### config.mk
export PLATFORM = sky130hd
export DESIGN_NAME = irq_group_ctrl
export DESIGN_NICKNAME = d
export VERILOG_FILES = /design/src/rtl/irq_grp_pkg.sv /design/src/rtl/irq_cause_lane.sv /design/src/rtl/irq_mask_store.sv /design/src/rtl/irq_read_mux.sv /design/src/rtl/irq_group_ctrl.sv
export SDC_FILE = /design/constraint.sdc
export NUM_CORES = 1
export LEC_CHECK = 0
export BUFFER_PORTS_ARGS = -buffer_cell sky130_fd_sc_hd__buf_4
export CAP_MARGIN = 20
export CORE_AREA = 2 2 66 55
export DETAILED_ROUTE_END_ITERATION = 8
export DIE_AREA = 0 0 68 57
export GPL_ROUTABILITY_DRIVEN = 0
export PLACE_DENSITY = 0.92
export REMOVE_ABC_BUFFERS = 1
export SETUP_SLACK_MARGIN = 0.05
export SLEW_MARGIN = 5
export SYNTH_ARGS = -nofsm -noshare
export SYNTH_HDL_FRONTEND = slang
export SYNTH_SLANG_ARGS = --single-unit
### constraint.sdc
create_clock -name clk -period 1.4 [get_ports clk]
set_input_delay 0.07 -clock clk [delete_from_list [all_inputs] [get_ports clk]]
set_output_delay 0.07 -clock clk [all_outputs]
set_load 0.01 [all_outputs]
### src/rtl/irq_grp_pkg.sv
package irq_grp_pkg;

   // Cause index within a channel lane; the index is the bit offset in the lane.
   typedef enum int {
      CAUSE_DONE     = 0,
      CAUSE_RX_OVR   = 1,
      CAUSE_TX_UND   = 2,
      CAUSE_POLL_TO  = 3,
      CAUSE_BAD_CTRL = 4
   } cause_e;

   localparam int CAUSES_PER_CH = 5;

   // Bit position of compressed cause index i in the status word.
   function automatic int cause_bit_pos(int i, int ncause, int stride);
      return (i / ncause) * stride + (i % ncause);
   endfunction

   // Word with a one at every defined cause position.
   function automatic logic [63:0] defined_bits(int nch, int ncause, int stride);
      logic [63:0] m;
      m = '0;
      for (int c = 0; c < nch; c++) begin
         for (int k = 0; k < ncause; k++) begin
            m[c*stride + k] = 1'b1;
         end
      end
      return m;
   endfunction

endpackage

### src/rtl/irq_cause_lane.sv
module irq_cause_lane #(
   parameter int WIDTH = 5
) (
   input  logic             clk,
   input  logic             rst_n,
   input  logic [WIDTH-1:0] evt,
   input  logic [WIDTH-1:0] clr,
   output logic [WIDTH-1:0] status
);

   // Sticky bits: a clear drops a bit, an event in the same cycle sets it again.
   always_ff @(posedge clk or negedge rst_n) begin
      if (!rst_n) begin
         status <= '0;
      end else begin
         status <= (status & ~clr) | evt;
      end
   end

endmodule

### src/rtl/irq_mask_store.sv
module irq_mask_store #(
   parameter int WIDTH = 10
) (
   input  logic             clk,
   input  logic             rst_n,
   input  logic             wr_en,
   input  logic [WIDTH-1:0] wr_data,
   output logic [WIDTH-1:0] mask
);

   always_ff @(posedge clk or negedge rst_n) begin
      if (!rst_n) begin
         mask <= '0;
      end else if (wr_en) begin
         mask <= wr_data;
      end
   end

endmodule

### src/rtl/irq_read_mux.sv
module irq_read_mux #(
   parameter int ADDR_W   = 8,
   parameter int DATA_W   = 32,
   parameter int RAW_OFS  = 'h08,
   parameter int MSKD_OFS = 'h0C,
   parameter int MASK_OFS = 'h10
) (
   input  logic [ADDR_W-1:0] addr,
   input  logic [DATA_W-1:0] raw_word,
   input  logic [DATA_W-1:0] mask_word,
   output logic [DATA_W-1:0] rdata
);

   localparam logic [ADDR_W-1:0] A_RAW  = ADDR_W'(RAW_OFS);
   localparam logic [ADDR_W-1:0] A_MSKD = ADDR_W'(MSKD_OFS);
   localparam logic [ADDR_W-1:0] A_MASK = ADDR_W'(MASK_OFS);

   always_comb begin
      if (addr == A_RAW) begin
         rdata = raw_word;
      end else if (addr == A_MSKD) begin
         rdata = raw_word & mask_word;
      end else if (addr == A_MASK) begin
         rdata = mask_word;
      end else begin
         rdata = '0;
      end
   end

endmodule

### src/rtl/irq_group_ctrl.sv
module irq_group_ctrl #(
   parameter int NUM_CH         = 2,
   parameter int CAUSE_N        = irq_grp_pkg::CAUSES_PER_CH,
   parameter int LANE_STRIDE    = 8,
   parameter int ADDR_W         = 8,
   parameter int DATA_W         = 32,
   parameter int RAW_OFS        = 'h08,
   parameter int MSKD_OFS       = 'h0C,
   parameter int MASK_OFS       = 'h10,
   parameter bit IRQ_REGISTERED = 1'b1
) (
   input  logic                      clk,
   input  logic                      rst_n,
   input  logic [NUM_CH*CAUSE_N-1:0] evt_i,
   input  logic [ADDR_W-1:0]         reg_addr,
   input  logic                      reg_wr,
   input  logic [DATA_W-1:0]         reg_wdata,
   output logic [DATA_W-1:0]         reg_rdata,
   output logic                      irq
);

   localparam int FLAT_W = NUM_CH * CAUSE_N;
   localparam logic [DATA_W-1:0] DEF_BITS =
      DATA_W'(irq_grp_pkg::defined_bits(NUM_CH, CAUSE_N, LANE_STRIDE));
   localparam logic [ADDR_W-1:0] A_RAW  = ADDR_W'(RAW_OFS);
   localparam logic [ADDR_W-1:0] A_MASK = ADDR_W'(MASK_OFS);

   // Elaboration-time checks on the configuration.
   if (CAUSE_N > LANE_STRIDE) begin : g_bad_stride
      $error("irq_group_ctrl: CAUSE_N exceeds LANE_STRIDE");
   end
   if (NUM_CH * LANE_STRIDE > DATA_W) begin : g_bad_width
      $error("irq_group_ctrl: lanes do not fit in DATA_W");
   end
   if (DATA_W > 64) begin : g_bad_data
      $error("irq_group_ctrl: DATA_W above 64 not supported");
   end

   logic              raw_wr;
   logic              mask_wr;
   logic [FLAT_W-1:0] wdata_flat;
   logic [FLAT_W-1:0] raw_flat;
   logic [FLAT_W-1:0] mask_flat;
   logic [FLAT_W-1:0] clr_flat;
   logic [DATA_W-1:0] raw_word;
   logic [DATA_W-1:0] mask_word;
   logic              any_pending;
   logic              unused_wdata;

   assign raw_wr  = reg_wr && (reg_addr == A_RAW);
   assign mask_wr = reg_wr && (reg_addr == A_MASK);

   // Gather write data from lane positions into compressed cause order.
   for (genvar i = 0; i < FLAT_W; i++) begin : g_gather
      localparam int POS = irq_grp_pkg::cause_bit_pos(i, CAUSE_N, LANE_STRIDE);
      assign wdata_flat[i] = reg_wdata[POS];
   end
   assign unused_wdata = ^(reg_wdata & ~DEF_BITS);

   assign clr_flat = raw_wr ? wdata_flat : '0;

   // One sticky status lane per channel.
   for (genvar c = 0; c < NUM_CH; c++) begin : g_lane
      irq_cause_lane #(
         .WIDTH (CAUSE_N)
      ) u_lane (
         .clk    (clk),
         .rst_n  (rst_n),
         .evt    (evt_i[c*CAUSE_N +: CAUSE_N]),
         .clr    (clr_flat[c*CAUSE_N +: CAUSE_N]),
         .status (raw_flat[c*CAUSE_N +: CAUSE_N])
      );
   end

   irq_mask_store #(
      .WIDTH (FLAT_W)
   ) u_mask (
      .clk     (clk),
      .rst_n   (rst_n),
      .wr_en   (mask_wr),
      .wr_data (wdata_flat),
      .mask    (mask_flat)
   );

   // Scatter compressed state back to lane positions; gaps read as zero.
   always_comb begin
      raw_word  = '0;
      mask_word = '0;
      for (int c = 0; c < NUM_CH; c++) begin
         raw_word[c*LANE_STRIDE +: CAUSE_N]  = raw_flat[c*CAUSE_N +: CAUSE_N];
         mask_word[c*LANE_STRIDE +: CAUSE_N] = mask_flat[c*CAUSE_N +: CAUSE_N];
      end
   end

   irq_read_mux #(
      .ADDR_W   (ADDR_W),
      .DATA_W   (DATA_W),
      .RAW_OFS  (RAW_OFS),
      .MSKD_OFS (MSKD_OFS),
      .MASK_OFS (MASK_OFS)
   ) u_rmux (
      .addr      (reg_addr),
      .raw_word  (raw_word),
      .mask_word (mask_word),
      .rdata     (reg_rdata)
   );

   assign any_pending = |(raw_flat & mask_flat);

   if (IRQ_REGISTERED) begin : g_irq_reg
      always_ff @(posedge clk or negedge rst_n) begin
         if (!rst_n) begin
            irq <= 1'b0;
         end else begin
            irq <= any_pending;
         end
      end
   end else begin : g_irq_comb
      assign irq = any_pending;
   end

endmodule

* Word-level counts from Yosys, hierarchy flattened
Index checks and enable logic that the tools add are counted.
Word-level totals: memories kept 0, output and inout bits 33, latch bits 0, input bits 53, register bits after elaboration 21, memory bits (writable) 0, memory bits (read-only) 0, logic and storage cells 22
Operators by class: muxes and demuxes 4, eq/ne operators 3, bitwise logic cells 8, reduce and logical (&&, ||, !) cells 3, add/sub/neg operators 0, shift operators 0, divide/modulo/power cells 0, order comparisons 0, $mul 0
Operators by type and width (count):
- 32-bit 2-to-1 mux | 2
- 8-bit by 4-bit == test with 1-bit output, second input constant | 2
- 13-bit AND | 1
- 13-bit 2-to-1 mux | 1
- 10-bit AND | 1
- 5-bit AND | 2
- 10-bit 2-to-1 mux | 1
- 5-bit NOT | 2
- 5-bit bitwise OR | 2
- 10-bit OR reduction | 1
- 8-bit by 5-bit == test with 1-bit output, second input constant | 1
- 1-bit logical AND | 2

* Logic depth before layout (Yosys ltp)
Gate-level depths: netlist of run 1.
depth in word-level cells 6, gate-level depth with buffers 5

* Cells and area by module
From an unflattened synthesis of run 1, not the netlist that was laid out.
Unflattened totals: cell total of the unflattened synthesis 193, area, all modules 1970.6 µm²
By module, submodules not included:
- irq_read_mux | times used 1, cells an instance 119, area each 1011.0 µm²
- irq_mask_store | times used 1, cells an instance 21, area each 411.6 µm²
- irq_cause_lane | times used 2, cells an instance 15, area each 181.4 µm²
- irq_group_ctrl | times used 1, cells an instance 23, area each 185.2 µm²

* Least setup slack after synthesis of run 1
No wires, ideal clock.
path type in2reg, start point in reg_addr[2], end point reg u_mask.mask[0], data arrival time 0.930 ns, setup slack 0.345 ns, cell stages on the path 4, path buffers 1, cell sequence nor4b_2 > nand4b_1 > buf_6 > mux2_4
Between the ends: word-level cells in the longest chain between the ends 2
Ends and longest elaborated chain:
- start, declared | RTL line irq_group_ctrl.sv:15 | input logic [ADDR_W-1:0] reg_addr,
- 8-bit by 5-bit == test with 1-bit output | RTL line irq_group_ctrl.sv:51 | assign mask_wr = reg_wr && (reg_addr == A_MASK);
- 1-bit logical AND | RTL line irq_group_ctrl.sv:51
- end signal, assigned | RTL line irq_mask_store.sv:15 | mask <= wr_data;
- end, declared | RTL line irq_mask_store.sv:8 | output logic [WIDTH-1:0] mask
No other way between the ends. A chain may end at the register's enable or synchronous reset.

* Final worst setup path of run 1
start point reg g_lane[1].u_lane.status[0], end point out reg_rdata[8]
Between the ends: word-level cells in the longest chain between the ends 3
Ends and longest elaborated chain:
- start, declared | RTL line irq_cause_lane.sv:8 | output logic [WIDTH-1:0] status
- start signal, assigned | RTL line irq_cause_lane.sv:16 | status <= (status & ~clr) | evt;
- 13-bit AND | RTL line irq_read_mux.sv:22 | rdata = raw_word & mask_word;
- 32-bit 2-to-1 mux | RTL line irq_read_mux.sv:21 | end else if (addr == A_MSKD) begin
- 32-bit 2-to-1 mux (*) | RTL line irq_read_mux.sv:19 | if (addr == A_RAW) begin
- end, declared | RTL line irq_group_ctrl.sv:18 | output logic [DATA_W-1:0] reg_rdata,
Mark *: on every way between the ends. The rest lies on a longest branch, timed or not.

==> results.ini, run 1 <==
[run_status]
status=completed

[timing]
finalClockSkew_ns=0.003940
whs_ns=0.04328
period_needed_ns=1.300
max_freq_mhz=769.5
rsz0062_at_grt=true
finalHoldViolCount=0
setup_viol=0
drv_slew=0
fin_crit_sh_pct=92.83

[critical_path]
startpoint=g_lane[1].u_lane.status[0]$_DFF_PN0_
required_ns=1.33
crit_path_end=reg_rdata[8]
r2r_start=u_mask.mask[5]$_DFFE_PN0P_
criticalPathCategory=flop to output pin
regToRegEndpoint=irq$_DFF_PN0_
crit_path_start_kind=flop
r2r_slack_ns=0.31
crit_arrival_ns=1.23
reg2reg_depth=4
critPathMaxFanout=4
endpoint_kind=output pin

[floorplan]
start_util_pct=44.16
fp.dieH_um=57
row_count=19
io_pins=86
die-area_um2=3876
core_region_area_um2=3281
die_width_um=68

[drt]
drtAntennaViolNets=0
vias_per_cell=5.148
drtIter0Drc=25
drtPass1Iterations=4
drc_errors=0
wirelength_mm=3.418
wl_per_cell_um=14.01
num_vias=1256

[synthesis]
ys_ff_latch=21
yosysTopAreaCellShare_pct=36.27
postSynth.asyncResetShare_pct=100.0
synthTopCellsByCount=buf_4 (22), dfrtp_1 (21), a21o_1 (19)
ys_types=23
syn_area_per_cell_um2=9.924
synthFlopType=dfrtp_1
seq_area_frac_synth_pct=36.27
syn_inst=146
synth_edf_count=0
yosysWarningCount=0
yosys.area.top_type=dfrtp_1
yosysMostFrequentCell=buf_4
synthTopCellsByArea=dfrtp_1 (36%), buf_4 (11%), mux2_4 (10%)
synth_area_um2=1449

[cts]
clk_pin_slew_ns=0.08
cts.sinks=21
numCtsBuffers=3
clk_latency_ns=0.26
tritoncts=built
cts_max_level=1
ctsLongestPathBuffers=2
cts_root_buffer=clkbuf_8

[grt]
grt_overflow_total=0
grt_pass1_vias=1175
antenna_found_initial=0
track_usage_pct=18.25
grt_pass1_wl_mm=5.326
grt_max_degree=22

[finish]
final_nets=256
antennaDiodeCount=0
layout-drive-gt1-share_pct=34.65
area_growth_pct=32.30

[placed_design]
place.port_buffers=41
dp_hpwl_mm=2.442

[min_path]
hp-class=primary input to flop

[power]
p_leak_uw=0.0008474
power_density_nw_per_um2=694.7
ir_worst_vdd_uv=585.0
p_total_uw=1332

[job]
drv_cap=0

[final cells by class]
cell class	count	area, µm²
clock buffers	3	41.29
clock inverters	1	5.005
fillers	291	1364
multi-input cells	114	792.0
flip-flops and latches	21	525.5
well taps	42	52.55
repair buffers	63	500.5
[cell usage in the layout (no fill, tap or decap)]
cell type,netlist,routed
a21oi_1,9,8
nand4_1,10,10
nand4b_1,1,1
nor4b_2,1,1
mux2_4,10,10
dlygate4sd3_1,0,11
clkbuf_8,0,3
nand3b_1,18,18
dfrtp_1,21,21
nor3_2,1,1
nand2_2,0,1
a31oi_1,1,1
clkinv_2,0,1
nor2_1,2,2
nand2b_1,1,1
a22oi_1,5,5
a21o_1,19,19
nor2b_1,1,1
buf_4,22,52
and3_1,1,1
nor4bb_1,1,1
conb_1,1,22
nand3_1,10,10
a21oi_2,0,1
[per-layer routing]
metal | vias up | track usage, % | part of all wire (%)
met5 | - | 0 | 0
met4 | 0 | 4.857 | 0.85
met3 | 4 | 4.142 | 5.9
met2 | 42 | 30.37 | 50
met1 | 608 | 23.86 | 43
li1 | 602 | - | -
[kinds of logic (layout without fill, tap and decap cells)]
logic type	after synthesis	after routing	share of synthesized area, %
DFF	21	21	36.27
AOI/OAI and AO/OA	34	34	15.98
buffers and inverters	32	67	14.94
and+or+nand+nor	48	48	22.19
muxes	10	10	10.36
other	1	22	0.2588
[worst min-delay path by stage]
stage	slack [ns]	depth (start not counted)	startpoint	endpoint
finish	0.04	2	reg_wdata[8]	u_mask.mask[5]$_DFFE_PN0P_
global route	0.03	2	reg_wdata[10]	u_mask.mask[7]$_DFFE_PN0P_
CTS	0.04	2	reg_wdata[10]	u_mask.mask[7]$_DFFE_PN0P_
detailed placement	-0.03	1	rst_n	u_mask.mask[7]$_DFFE_PN0P_
global placement	-0.03	1	rst_n	u_mask.mask[7]$_DFFE_PN0P_
floorplan	-0.23	0	rst_n	g_lane[0].u_lane.status[0]$_DFF_PN0_
[power breakdown]
group          internal, µW  total [µW]  switching (µW)
Combinational           156         290             133
Sequential              629         648            18.8
Clock                   198         394             196
Total                   984        1330             348
[critical path: stages, from the launching register on]
cell      delay (ns)
dfrtp_1         0.40
nand3b_1        0.10
a21o_1          0.17
a21oi_1         0.15
buf_4           0.15
[timing repair]
| action | in CTS | in global routing |
|---|---|---|
| hold endpoints to repair | 31 | 0 |
| pin swaps | 0 | 0 |
| gates resized for setup | 1 | 1 |
| endpoints found under the setup margin | 7 | 2 |
| hold buffers | 11 | 0 |
| setup buffers | 0 | 2 |
[through the flow]
stage / setup WS (ns) / setup TNS, ns / util [%] / std cells / area, µm²
after detailed placement: 0.01753 / 0 / 53.01 / 227 / 1739
after floorplan: -0.4962 / -4.962 / - / 135 / 1311
after global placement: 0.04891 / 0 / 53.01 / 227 / 1739
final: 0.1004 / 0 / 58.43 / 244 / 1917
after CTS: 0.09672 / 0 / 57.86 / 242 / 1898
after global routing: 0.04395 / 0 / 58.43 / 244 / 1917
[state kept, by name (all words and copies together) (netlist names)]
signal	flops
u_mask.mask	10
irq	1
g_lane.u_lane.status	10
No activity file was read; power rests on OpenSTA's default activity.
==> run 2, diff against run 1 <==
--- a/config.mk
+++ b/config.mk
@@ -12,4 +12,5 @@
 export DIE_AREA = 0 0 68 57
 export GPL_ROUTABILITY_DRIVEN = 0
+export GPL_TIMING_DRIVEN = 0
 export PLACE_DENSITY = 0.92
 export REMOVE_ABC_BUFFERS = 1
==> constraint.sdc (replaced) <==
create_clock -name clk -period 1.4 [get_ports clk]
set_input_delay 0.07 -clock clk [delete_from_list [all_inputs] [get_ports clk]]
set_output_delay 0.07 -clock clk [all_outputs]
set_load 0.05 [all_outputs]
==> results.ini, run 2 (synthesized netlist as in run 1, its figures left out) <==
[drt]
num_vias=1420
wirelength_mm=4.009
drtAntennaViolNets=0
drtPass1Iterations=4
drc_errors=0
vias_per_cell=5.318
drtIter0Drc=68
topRoutingLayerUsed=met4
met3_length_um=297
wl_per_cell_um=15.01
wl_met1_mm=1.692
dr_wl_met2_mm=1.993

[finish]
antennaDiodeCount=0
final_area_um2=2168
layout_commonest_cell=buf_4
largest_registers=g_lane.u_lane.status: 10 flops, u_mask.mask: 10 flops, irq: 1 flops
stdcell_count=267
final_util_pct=66.09
final_cell_mix=buf_4 (68), conb_1 (22), dfrtp_1 (21)
final_nets=279
layout-drive-gt1-share_pct=45.33
area_growth_pct=49.65

[floorplan]
start_util_pct=44.16
io_pins=86
die_width_um=68
fp.dieH_um=57
core_region_area_um2=3281
row_count=19
die-area_um2=3876

[timing]
finalHoldViolCount=0
drv_slew=0
finalClockSkew_ns=0.001748
setup_viol=0
fin_crit_sh_pct=96.03
max_freq_mhz=743.8
rsz0062_at_grt=true
whs_ns=0.005988
postLayoutSetupSlackWorst_ns=0.05561
period_needed_ns=1.344

[min_path]
hold_depth=2
min_to=g_lane[0].u_lane.status[2]$_DFF_PN0_
worstHoldStart=evt_i[2]
hp-class=primary input to flop

[power]
power_density_nw_per_um2=700.5
p_leak_uw=0.0009769
ir_worst_vdd_uv=365.2

[cts]
clk_pin_slew_ns=0.08
clk_latency_ns=0.26
numCtsBuffers=3
cts_root_buffer=clkbuf_8
cts.sinks=21
cts_max_level=1
tritoncts=built
ctsLongestPathBuffers=2

[critical_path]
critPathMaxFanout=3
r2r_start=u_mask.mask[6]$_DFFE_PN0P_
crit_arrival_ns=1.27
r2r_slack_ns=0.23
regToRegEndpoint=irq$_DFF_PN0_
criticalPathCategory=flop to output pin
required_ns=1.33
crit_path_start_kind=flop
endpoint_kind=output pin
reg2reg_depth=5

[job]
drv_cap=0

[placed_design]
placedInstanceArea_um2=1683
dp_slack_ns=-1.273
dp_hpwl_mm=2.291
place.port_buffers=41
post-place-cells=219

[grt]
antenna_found_initial=0
grt_max_degree=22
grt_overflow_total=0
track_usage_pct=20.83
grt_pass1_vias=1331
grt_pass1_wl_mm=6.210

[run_status]
status=completed

-- run 2: area by class of cell --
type	count	area, µm²
clock inverter	1	5.005
multi-input combinational	114	843.3
clock buffer	3	41.29
fill	254	1112
timing repair buffer	86	700.7
tap	42	52.55
sequential	21	525.5
-- run 2: power by group --
| part | total (µW) | internal (µW) | switching, µW |
|---|---|---|---|
| clock network | 407 | 198 | 209 |
| registers | 643 | 629 | 14.0 |
| logic | 469 | 182 | 288 |
| total | 1520 | 1010 | 510 |
-- run 2: worst max path at each step --
stage	startpoint	to	slack [ns]	cells after the start
2_1_floorplan	reg_addr[2]	u_mask.mask[0]$_DFFE_PN0P_	-0.50	3
3_3_place_gp	reg_addr[2]	u_mask.mask[0]$_DFFE_PN0P_	-1.26	4
3_5_place_dp	reg_addr[2]	u_mask.mask[8]$_DFFE_PN0P_	-1.27	4
4_1_cts	g_lane[1].u_lane.status[1]$_DFF_PN0_	reg_rdata[9]	0.05	4
5_1_grt	g_lane[1].u_lane.status[2]$_DFF_PN0_	reg_rdata[10]	-0.03	4
6_report	u_mask.mask[1]$_DFFE_PN0P_	reg_rdata[1]	0.06	4
-- run 2: critical path, cell delays in order (launching register included) --
cell and delay, ns:
dfrtp_1 0.37, nand3b_1 0.09, a21o_1 0.19, a21oi_1 0.14, buf_4 0.22
-- run 2: stage by stage --
stage	total power (µW)	TNS [ns]
floorplan	901.7	-8.930
global placement	1030	-23.27
detailed placement	1040	-19.79
CTS	1489	0
global route	1589	-0.03359
finish	1519	0
-- run 2: per-layer routing --
| metal | GRT usage [%] | vias to the layer above |
|---|---|---|
| li1 | - | 649 |
| met1 | 30.04 | 692 |
| met2 | 34.40 | 75 |
| met3 | 2.761 | 4 |
| met4 | 2.571 | 0 |
| met5 | 0 | - |
-- run 2: timing repair --
item | in CTS | in global routing
pin swaps | 3 | 0
hold buffers | 10 | 0
endpoints found under the setup margin | 30 | 10
buffers inserted | 17 | 17
endpoints found under the hold margin | 30 | 0
resized for setup | 5 | 15
